### src/rtl/sdr_pkg.sv
package sdr_pkg;

  typedef enum logic [3:0] {
    ST_IDLE, ST_ACT, ST_RCD, ST_CMD, ST_CLW, ST_D1, ST_D2, ST_REF, ST_RFW
  } state_e;

  typedef enum logic [2:0] {
    C_NOP, C_ACT, C_RD, C_WR, C_BST, C_REF
  } cmd_e;

  // {cs_n, ras_n, cas_n, we_n}
  function automatic logic [3:0] cmd_pins(cmd_e c);
    case (c)
      C_ACT:   return 4'b0011;
      C_RD:    return 4'b0101;
      C_WR:    return 4'b0100;
      C_BST:   return 4'b0110;
      C_REF:   return 4'b0001;
      default: return 4'b0111;
    endcase
  endfunction

endpackage

### src/rtl/sdr_wait_cnt.sv
module sdr_wait_cnt #(
  parameter int W = 3
) (
  input  logic         clk_i,
  input  logic         rst_ni,
  input  logic         load_i,
  input  logic [W-1:0] val_i,
  output logic         last_o
);
  logic [W-1:0] cnt_q;

  always_ff @(posedge clk_i or negedge rst_ni) begin
    if (!rst_ni)                 cnt_q <= '0;
    else if (load_i)             cnt_q <= val_i;
    else if (cnt_q != '0)        cnt_q <= cnt_q - 1'b1;
  end

  // high in the final wait cycle
  assign last_o = (cnt_q <= W'(1));
endmodule

### src/rtl/sdr_ref_timer.sv
module sdr_ref_timer #(
  parameter int REF_INT = 780
) (
  input  logic clk_i,
  input  logic rst_ni,
  input  logic ack_i,
  output logic pend_o
);
  localparam int CW = (REF_INT > 2) ? $clog2(REF_INT) : 1;

  logic [CW-1:0] cnt_q;
  logic          pend_q;
  logic          expire;

  assign expire = (cnt_q == CW'(REF_INT - 1));

  always_ff @(posedge clk_i or negedge rst_ni) begin
    if (!rst_ni) begin
      cnt_q  <= '0;
      pend_q <= 1'b0;
    end else begin
      cnt_q  <= expire ? '0 : cnt_q + 1'b1;
      pend_q <= expire | (pend_q & ~ack_i);
    end
  end

  assign pend_o = pend_q;
endmodule

### src/rtl/sdr_cmd_drive.sv
module sdr_cmd_drive import sdr_pkg::*; #(
  parameter int BANK_W = 2,
  parameter int ROW_W  = 12,
  parameter int COL_W  = 8,
  parameter int DQ_W   = 16
) (
  input  state_e              st_i,
  input  logic                we_i,
  input  logic                abort_i,
  input  logic [BANK_W-1:0]   bank_i,
  input  logic [ROW_W-1:0]    row_i,
  input  logic [COL_W-1:0]    col_i,
  input  logic [2*DQ_W-1:0]   wdata_i,
  output logic                cs_n_o,
  output logic                ras_n_o,
  output logic                cas_n_o,
  output logic                we_n_o,
  output logic [BANK_W-1:0]   ba_o,
  output logic [ROW_W-1:0]    sd_addr_o,
  output logic [DQ_W-1:0]     dq_o,
  output logic                dq_oe_o
);
  localparam int AP_BIT = 10;

  cmd_e cmd;

  always_comb begin
    cmd       = C_NOP;
    ba_o      = '0;
    sd_addr_o = '0;
    dq_o      = '0;
    dq_oe_o   = 1'b0;
    case (st_i)
      ST_ACT: begin
        cmd       = C_ACT;
        ba_o      = bank_i;
        sd_addr_o = row_i;
      end
      ST_CMD: begin
        cmd                    = we_i ? C_WR : C_RD;
        ba_o                   = bank_i;
        sd_addr_o[COL_W-1:0]   = col_i;
        sd_addr_o[AP_BIT]      = 1'b1;
        if (we_i) begin
          dq_o    = wdata_i[DQ_W-1:0];
          dq_oe_o = 1'b1;
        end
      end
      ST_D1: begin
        if (abort_i) cmd = C_BST;
        else if (we_i) begin
          dq_o    = wdata_i[2*DQ_W-1:DQ_W];
          dq_oe_o = 1'b1;
        end
      end
      ST_D2:  if (abort_i) cmd = C_BST;
      ST_REF: cmd = C_REF;
      default: cmd = C_NOP;
    endcase
  end

  assign {cs_n_o, ras_n_o, cas_n_o, we_n_o} = cmd_pins(cmd);
endmodule

### src/rtl/sdram_ap_ctrl.sv
module sdram_ap_ctrl import sdr_pkg::*; #(
  parameter int BANK_W  = 2,
  parameter int ROW_W   = 12,   // >= 11, bit 10 is the autoprecharge flag
  parameter int COL_W   = 8,    // <= 10
  parameter int DQ_W    = 16,
  parameter int T_RCD   = 2,    // >= 1
  parameter int CAS_LAT = 2,    // >= 1
  parameter int T_RFC   = 4,    // >= 1
  parameter int REF_INT = 780,  // 15.6 us at 50 MHz
  localparam int ADDR_W = BANK_W + ROW_W + COL_W
) (
  input  logic                clk_i,
  input  logic                rst_ni,
  input  logic                req_i,
  input  logic                we_i,
  input  logic [ADDR_W-1:0]   addr_i,
  input  logic [2*DQ_W-1:0]   wdata_i,
  input  logic                abort_i,
  output logic [2*DQ_W-1:0]   rdata_o,
  output logic                rvalid_o,
  output logic                busy_o,
  output logic                cs_n_o,
  output logic                ras_n_o,
  output logic                cas_n_o,
  output logic                we_n_o,
  output logic [BANK_W-1:0]   ba_o,
  output logic [ROW_W-1:0]    sd_addr_o,
  output logic [DQ_W-1:0]     dq_o,
  output logic                dq_oe_o,
  input  logic [DQ_W-1:0]     dq_i
);
  localparam int MAXA = (T_RCD > CAS_LAT) ? T_RCD : CAS_LAT;
  localparam int MAXD = (MAXA > T_RFC) ? MAXA : T_RFC;
  localparam int WW   = $clog2(MAXD + 1);

  state_e              st_q, st_d;
  logic                we_q;
  logic [BANK_W-1:0]   bank_q;
  logic [ROW_W-1:0]    row_q;
  logic [COL_W-1:0]    col_q;
  logic [2*DQ_W-1:0]   wdata_q;
  logic [2*DQ_W-1:0]   rdata_q;
  logic                rvalid_q;
  logic                ref_pend;
  logic                accept;
  logic                wait_load;
  logic [WW-1:0]       wait_val;
  logic                wait_last;
  logic                in_data;

  assign accept  = (st_q == ST_IDLE) && !ref_pend && req_i;
  assign in_data = (st_q == ST_D1) || (st_q == ST_D2);

  sdr_ref_timer #(.REF_INT(REF_INT)) u_ref (
    .clk_i  (clk_i),
    .rst_ni (rst_ni),
    .ack_i  (st_q == ST_REF),
    .pend_o (ref_pend)
  );

  always_comb begin
    wait_load = 1'b1;
    case (st_q)
      ST_ACT:  wait_val = WW'(T_RCD - 1);
      ST_CMD:  wait_val = WW'(CAS_LAT - 1);
      ST_REF:  wait_val = WW'(T_RFC - 1);
      default: begin
        wait_val  = '0;
        wait_load = 1'b0;
      end
    endcase
  end

  sdr_wait_cnt #(.W(WW)) u_wait (
    .clk_i  (clk_i),
    .rst_ni (rst_ni),
    .load_i (wait_load),
    .val_i  (wait_val),
    .last_o (wait_last)
  );

  always_comb begin
    st_d = st_q;
    case (st_q)
      ST_IDLE: begin
        if (ref_pend)   st_d = ST_REF;
        else if (req_i) st_d = ST_ACT;
      end
      ST_ACT:  st_d = (T_RCD <= 1) ? ST_CMD : ST_RCD;
      ST_RCD:  if (wait_last) st_d = ST_CMD;
      ST_CMD: begin
        if (we_q || CAS_LAT <= 1) st_d = ST_D1;
        else                      st_d = ST_CLW;
      end
      ST_CLW:  if (wait_last) st_d = ST_D1;
      ST_D1:   st_d = abort_i ? ST_IDLE : ST_D2;
      ST_D2:   st_d = ST_IDLE;
      ST_REF:  st_d = (T_RFC <= 1) ? ST_IDLE : ST_RFW;
      ST_RFW:  if (wait_last) st_d = ST_IDLE;
      default: st_d = ST_IDLE;
    endcase
  end

  always_ff @(posedge clk_i or negedge rst_ni) begin
    if (!rst_ni) begin
      st_q    <= ST_IDLE;
      we_q    <= 1'b0;
      bank_q  <= '0;
      row_q   <= '0;
      col_q   <= '0;
      wdata_q <= '0;
    end else begin
      st_q <= st_d;
      if (accept) begin
        we_q                    <= we_i;
        {bank_q, row_q, col_q}  <= addr_i;
        wdata_q                 <= wdata_i;
      end
    end
  end

  // read capture: beat 0 in D1, beat 1 in D2
  always_ff @(posedge clk_i or negedge rst_ni) begin
    if (!rst_ni) begin
      rdata_q  <= '0;
      rvalid_q <= 1'b0;
    end else begin
      rvalid_q <= 1'b0;
      if (!we_q && st_q == ST_D1) rdata_q[DQ_W-1:0] <= dq_i;
      if (!we_q && st_q == ST_D2 && !abort_i) begin
        rdata_q[2*DQ_W-1:DQ_W] <= dq_i;
        rvalid_q               <= 1'b1;
      end
    end
  end

  sdr_cmd_drive #(
    .BANK_W (BANK_W),
    .ROW_W  (ROW_W),
    .COL_W  (COL_W),
    .DQ_W   (DQ_W)
  ) u_drv (
    .st_i      (st_q),
    .we_i      (we_q),
    .abort_i   (abort_i & in_data),
    .bank_i    (bank_q),
    .row_i     (row_q),
    .col_i     (col_q),
    .wdata_i   (wdata_q),
    .cs_n_o    (cs_n_o),
    .ras_n_o   (ras_n_o),
    .cas_n_o   (cas_n_o),
    .we_n_o    (we_n_o),
    .ba_o      (ba_o),
    .sd_addr_o (sd_addr_o),
    .dq_o      (dq_o),
    .dq_oe_o   (dq_oe_o)
  );

  assign rdata_o  = rdata_q;
  assign rvalid_o = rvalid_q;
  assign busy_o   = (st_q != ST_IDLE) || ref_pend;
endmodule

### config.mk
export PLATFORM = sky130hd
export DESIGN_NAME = sdram_ap_ctrl
export DESIGN_NICKNAME = d
export VERILOG_FILES = /design/src/rtl/sdr_pkg.sv /design/src/rtl/sdr_wait_cnt.sv /design/src/rtl/sdr_ref_timer.sv /design/src/rtl/sdr_cmd_drive.sv /design/src/rtl/sdram_ap_ctrl.sv
export SDC_FILE = /design/constraint.sdc
export NUM_CORES = 1
export LEC_CHECK = 0
export ABC_CLOCK_PERIOD_IN_PS = 3000
export BUFFER_PORTS_ARGS = -buffer_cell sky130_fd_sc_hd__buf_2
export CORE_ASPECT_RATIO = 1.1
export CORE_MARGIN = 2
export CORE_UTILIZATION = 31
export DETAILED_ROUTE_END_ITERATION = 8
export PLACE_DENSITY_LB_ADDON = 0.08
export RECOVER_POWER = 100
export REMOVE_ABC_BUFFERS = 1
export SYNTH_ARGS = -nofsm -noshare
export SYNTH_HDL_FRONTEND = slang
export SYNTH_SLANG_ARGS = --single-unit
### constraint.sdc
create_clock -name clk_i -period 3 [get_ports clk_i]
set_input_delay 0.6 -clock clk_i [delete_from_list [all_inputs] [get_ports clk_i]]
set_output_delay 0.6 -clock clk_i [all_outputs]
set_load 0.02 [all_outputs]
**Yosys cells after proc, flatten, opt, wreduce, memory -nomap -nowiden**

Cells that the tools add are included.

- Magnitude comparators: 1
- Add/subtract/negate cells: 2
- Eq/ne operators: 18
- Reduce and logical (&&, ||, !) cells: 18
- Bitwise logic cells: 4
- Mux-type cells: 30

Operators with widths:

| cell | count |
|---|---|
| two-way mux 16 bit | 3 |
| case mux 16 bit (2 select lines) | 1 |
| case mux 4 bit (8 select lines) | 1 |
| two-way mux 4 bit | 5 |
| equality test 4 x 3 -> 1 bit, second input constant | 4 |
| case mux 8 bit (2 select lines) | 1 |
| case mux 3 bit (5 select lines) | 1 |
| two-way mux 3 bit | 4 |
| case mux 3 bit (4 select lines) | 1 |
| adder 10 x 1 -> 10 bit, second input constant | 1 |
| equality test 10 bit, second input constant | 1 |
| two-way mux 10 bit | 1 |
| equality test 4 x 2 -> 1 bit, second input constant | 2 |
| two-way mux 1 bit | 7 |
| equality test 3 x 2 -> 1 bit, second input constant | 2 |
| equality test 3 bit, second input constant | 2 |
| inequality test 2 x 1 -> 1 bit, second input constant | 3 |
| logical AND 1 bit | 5 |
| equality test 4 x 1 -> 1 bit, second input constant | 1 |
| equality test 4 bit, second input constant | 1 |
| zero test 4 bit | 1 |
| two-way mux 2 bit | 2 |
| case mux 1 bit (2 select lines) | 2 |
| case mux 2 bit (2 select lines) | 1 |
| 15 further kinds | 20 |

- Register bits after elaboration: 106
- Output and inout bits: 69
- Logic and storage cells: 85
- Bits of input ports: 75

**Depth between registers and ports, before layout**

- Word-level depth: 7
- Depth in mapped cells: 7
- Depth with buffers taken out: 5

**Hierarchy**

From an unflattened synthesis, not the netlist that was laid out.

- Cells, all modules: 359
- Area, all modules: 4884.7 µm²

By module, submodules not included:

| module | times used | cells an instance | area each (µm²) | seq. area each (µm²) |
|---|---|---|---|---|
| sdram_ap_ctrl | 1 | 227 | 3666.0 | 2302.2 |
| sdr_ref_timer | 1 | 45 | 503.0 | 275.3 |
| sdr_cmd_drive | 1 | 64 | 491.7 | 0.0 |
| sdr_wait_cnt | 1 | 23 | 224.0 | 75.1 |

**Least setup slack after synthesis**

No wires, ideal clock.

- Path kind: in2out
- From: input port abort_i
- To: output port dq_o[0]
- Stages on the path: 5
- Path buffers: 2
- Data required time: 2400 ps
- Arrival: 1622 ps
- Slack: 778 ps
- Path through: nor3b_2 and3_1 clkbuf_1 buf_2 a22o_1

- Cells in the longest elaborated chain, start to end: 3

Ends and longest elaborated chain:

| element | line | source |
|---|---|---|
| start: declaration | sdram_ap_ctrl.sv:18 | `input logic abort_i,` |
| bitwise AND 1 bit | sdram_ap_ctrl.sv:145 | `.abort_i (abort_i & in_data),` |
| two-way mux 16 bit | sdr_cmd_drive.sv:50 | `if (abort_i) cmd = C_BST;` |
| case mux 16 bit (2 select lines) | sdr_cmd_drive.sv:33 | `case (st_i)` |
| end: declaration | sdram_ap_ctrl.sv:28 | `output logic [DQ_W-1:0] dq_o,` |

Every way passes these cells.

**Worst setup path after layout**

- From: register st_q[1]
- To: output port dq_o[13]

- Cells in the longest elaborated chain, start to end: 5
- Elaborated cells between the ends (all ways): 7
- Those cells by class: eq/ne (3); mux (2); bitwise (1); reduce/logical (1)

Ends and longest elaborated chain:

| element | line | source |
|---|---|---|
| start: declaration | sdram_ap_ctrl.sv:36 | `state_e st_q, st_d;` |
| start signal: assignment | sdram_ap_ctrl.sv:113 | `st_q <= st_d;` |
| equality test 4 x 3 -> 1 bit (on tied branches) | sdr_cmd_drive.sv:33, sdram_ap_ctrl.sv:52 |  |
| logical OR 1 bit | sdram_ap_ctrl.sv:52 | `assign in_data = (st_q == ST_D1) \|\| (st_q == ST_D2);` |
| bitwise AND 1 bit | sdram_ap_ctrl.sv:145 |  |
| two-way mux 16 bit | sdr_cmd_drive.sv:50 |  |
| case mux 16 bit (2 select lines) (*) | sdr_cmd_drive.sv:33 |  |

Mark *: on every way between the ends. The rest lies on a longest branch, timed or not.

==> results.json <==
{
  "crit_path_max_fanout": 17,
  "syn_inst": 335,
  "die_h_um": 133,
  "max-cap-violations": 1,
  "drtPass1Iterations": 4,
  "whs_endpoint": "wdata_q[25]",
  "ys_types": 50,
  "grt_pass1_vias": 3345,
  "hold_buffers": 0,
  "p_total_mw": 5.78,
  "maxSlewViolCount": 29,
  "cts_resized": 0,
  "n_fill_cell": 1504,
  "fin_crit_sh": 0.920,
  "reg2regPathDepth": 4,
  "drc": 0,
  "grt_use_total": 0.137,
  "antenna_found_initial": 0,
  "die_area_mm2": 0.0162,
  "rsz0062_at_grt": "no",
  "whs_ns": 0.469,
  "arrival_ns": 2.16,
  "clkSinkCount": 106,
  "wl_um": 10600,
  "coreArea_mm2": 0.0149,
  "synth_edf_count": 0,
  "post_drt_wl_per_cell_um": 15.6,
  "ir_drop_uv": 280,
  "hold_depth": 2,
  "syn_to_final_growth_pct": 22.1,
  "final_core_util": 0.385,
  "place_congestion": 0.733,
  "min_path_type": "in2reg",
  "insertion_delay_ns": 0.34,
  "num_vias": 3161,
  "layout.nets": 558,
  "synth-seq-area-share": 0.563,
  "ctsLongestPathBuffers": 2,
  "avgSynthCellArea_um2": 14.1,
  "initial_core_util": 0.315,
  "r2r_slack_ns": 0.40,
  "hold_violations": 0,
  "ys.flop_type": "dfrtp_1",
  "std_cell_rows": 47,
  "holdCritStartpoint": "wdata_i[25]",
  "worst_setup_path_start_kind": "flip-flop",
  "worst_pin_slew_ns": 1.72,
  "rr_endpoint": "wdata_q[26]",
  "drive_above_1_share": 0.405,
  "async_flop_share": 1.00,
  "place_ws_ns": 0.676,
  "ys.warnings.count": 0,
  "end_kind": "primary output",
  "ant_nets": 0,
  "leakage_nw": 2.69,
  "synth_seq_cells": 106,
  "final_area_mm2": 0.00575,
  "power_density_mw_per_mm2": 1010,
  "port_buffers": 142,
  "syn_area_mm2": 0.00471,
  "via_per_inst": 4.66,
  "max_freq_ghz": 0.362,
  "cts_buffers": 9,
  "fin_worst_skew_ns": 0.0106,
  "clkTransAtPathRegs_ns": 0.07,
  "cts_tree": "built",
  "dpl_cell_area_mm2": 0.00561,
  "htree_levels": 3,
  "tns_ns": 0,
  "final-instance-count-excl-fill": 678,
  "max_slew_margin": -0.145,
  "reg2reg_from": "st_q[2]",
  "io_pins": 144,
  "setup_slack_ns": 0.239,
  "die_w_um": 122,
  "post_cts_buffers": 0,
  "grt_pass1_wl_um": 17100,
  "required_ns": 2.40,
  "period_minus_slack_ns": 2.76,
  "diodes": 0,
  "overflow": 0,
  "setup_viol": 0,
  "failed_checks": "max-capacitance violations, max-slew violations",
  "place_inst": 664,
  "cts-root-buf": "clkbuf_16",
  "first_iter_violations": 122,
  "grt_max_degree": 50,
  "outcome": "complete, but fails checks",
  "dp_hpwl_um": 7600,
  "crit_type": "reg2out"
}
placed cells by master, fill, tap and decap left out, types with 3 or more instances in the layout:
cell / count
dfrtp_1: 106
buf_2: 83
mux2_2: 69
clkbuf_1: 44
a22o_1: 24
mux2_1: 20
clkbuf_2: 20
nor2_1: 12
clkbuf_16: 9
inv_1: 7
nand3_1: 6
o21ai_0: 6
nand2_1: 6
and3_1: 4
a21oi_1: 4
xnor2_1: 4
ha_1: 4
or3_1: 3
and2_0: 3
nand4_1: 3
xor2_1: 3
and3b_1: 3
flip-flops by register name, summed over array words and instances (netlist names):
name,flops
we_q,1
u_ref.pend_o,1
row_q,12
rdata_o,32
wdata_q,32
col_q,8
rvalid_o,1
st_q,4
bank_q,2
u_ref.cnt_q,10
u_wait.cnt_q,3
synthesized netlist by cell type, types with 2 or more instances:
cell type | instances | share of area
a21o_1 | 2 | 0.0032
a21oi_1 | 4 | 0.0043
a22o_1 | 24 | 0.045
and2_1 | 4 | 0.0053
and3_1 | 4 | 0.0053
and3b_1 | 3 | 0.0056
buf_2 | 4 | 0.0043
buf_4 | 4 | 0.0064
buf_6 | 8 | 0.019
clkbuf_1 | 2 | 0.0016
dfrtp_1 | 106 | 0.56
ha_1 | 4 | 0.011
inv_1 | 6 | 0.0048
mux2_1 | 11 | 0.026
mux2_2 | 69 | 0.16
mux2_4 | 9 | 0.029
nand2_1 | 6 | 0.0048
nand3_1 | 5 | 0.0053
nand4_1 | 3 | 0.0040
nor2_1 | 11 | 0.0088
nor2b_1 | 2 | 0.0027
nor3_1 | 2 | 0.0021
nor3_2 | 2 | 0.0043
o21ai_0 | 6 | 0.0064
or3_1 | 3 | 0.0040
or4_1 | 2 | 0.0032
xnor2_1 | 4 | 0.0074
xor2_1 | 3 | 0.0056
critical path: stages (launching register included):
cell	delay, ns
dfrtp_1	0.60
nor4bb_1	0.41
and2_1	0.18
clkbuf_4	0.27
a22o_1	0.19
clkbuf_2	0.16
report_power, final:
part	internal, mW	switching (mW)	leakage [nW]	total, mW
Clock	0.681	0.492	0.147	1.17
Combinational	0.993	1.14	1.26	2.14
Sequential	2.07	0.404	1.28	2.47
Total	3.74	2.04	2.69	5.78
cells by family after synthesis:
group,share of synthesized area
XOR/XNOR,0.0130
AND/OR/NAND/NOR,0.0824
adder cells (fa/ha/maj),0.0106
buffers and inverters,0.0369
multiplexers,0.220
other,0.000796
AO/OA/AOI/OAI,0.0731
flip-flops,0.563
worst max-delay path by stage:
stage	depth (start not counted)	slack (ns)	start	endpoint
final	5	0.24	st_q[1]	dq_o[13]
after global routing	5	0.06	st_q[1]	dq_o[7]
after CTS	5	0.28	st_q[1]	dq_o[0]
after detailed placement	5	0.68	st_q[1]	dq_o[0]
after global placement	4	0.75	st_q[1]	ras_n_o
after floorplan	3	0.26	st_q[2]	dq_o[0]
routing by layer:
layer / up-vias / track usage / routed length [µm]
met5: - / 0 / 0
met4: 0 / 0.0460 / 114
met3: 8 / 0.0497 / 777
met2: 85 / 0.223 / 5190
met1: 1570 / 0.170 / 4490
li1: 1498 / - / -
final cells by class:
type | count | area (µm²) | area share
timing repair buffer | 151 | 723 | 0.126
tap | 196 | 245 | 0.0427
multi-input combinational | 204 | 1810 | 0.315
sequential | 106 | 2650 | 0.461
clock inverter | 3 | 40.0 | 0.00697
inverter | 7 | 26.3 | 0.00457
clock buffer | 11 | 253 | 0.0440
No activity file was read; power rests on OpenSTA's default activity.
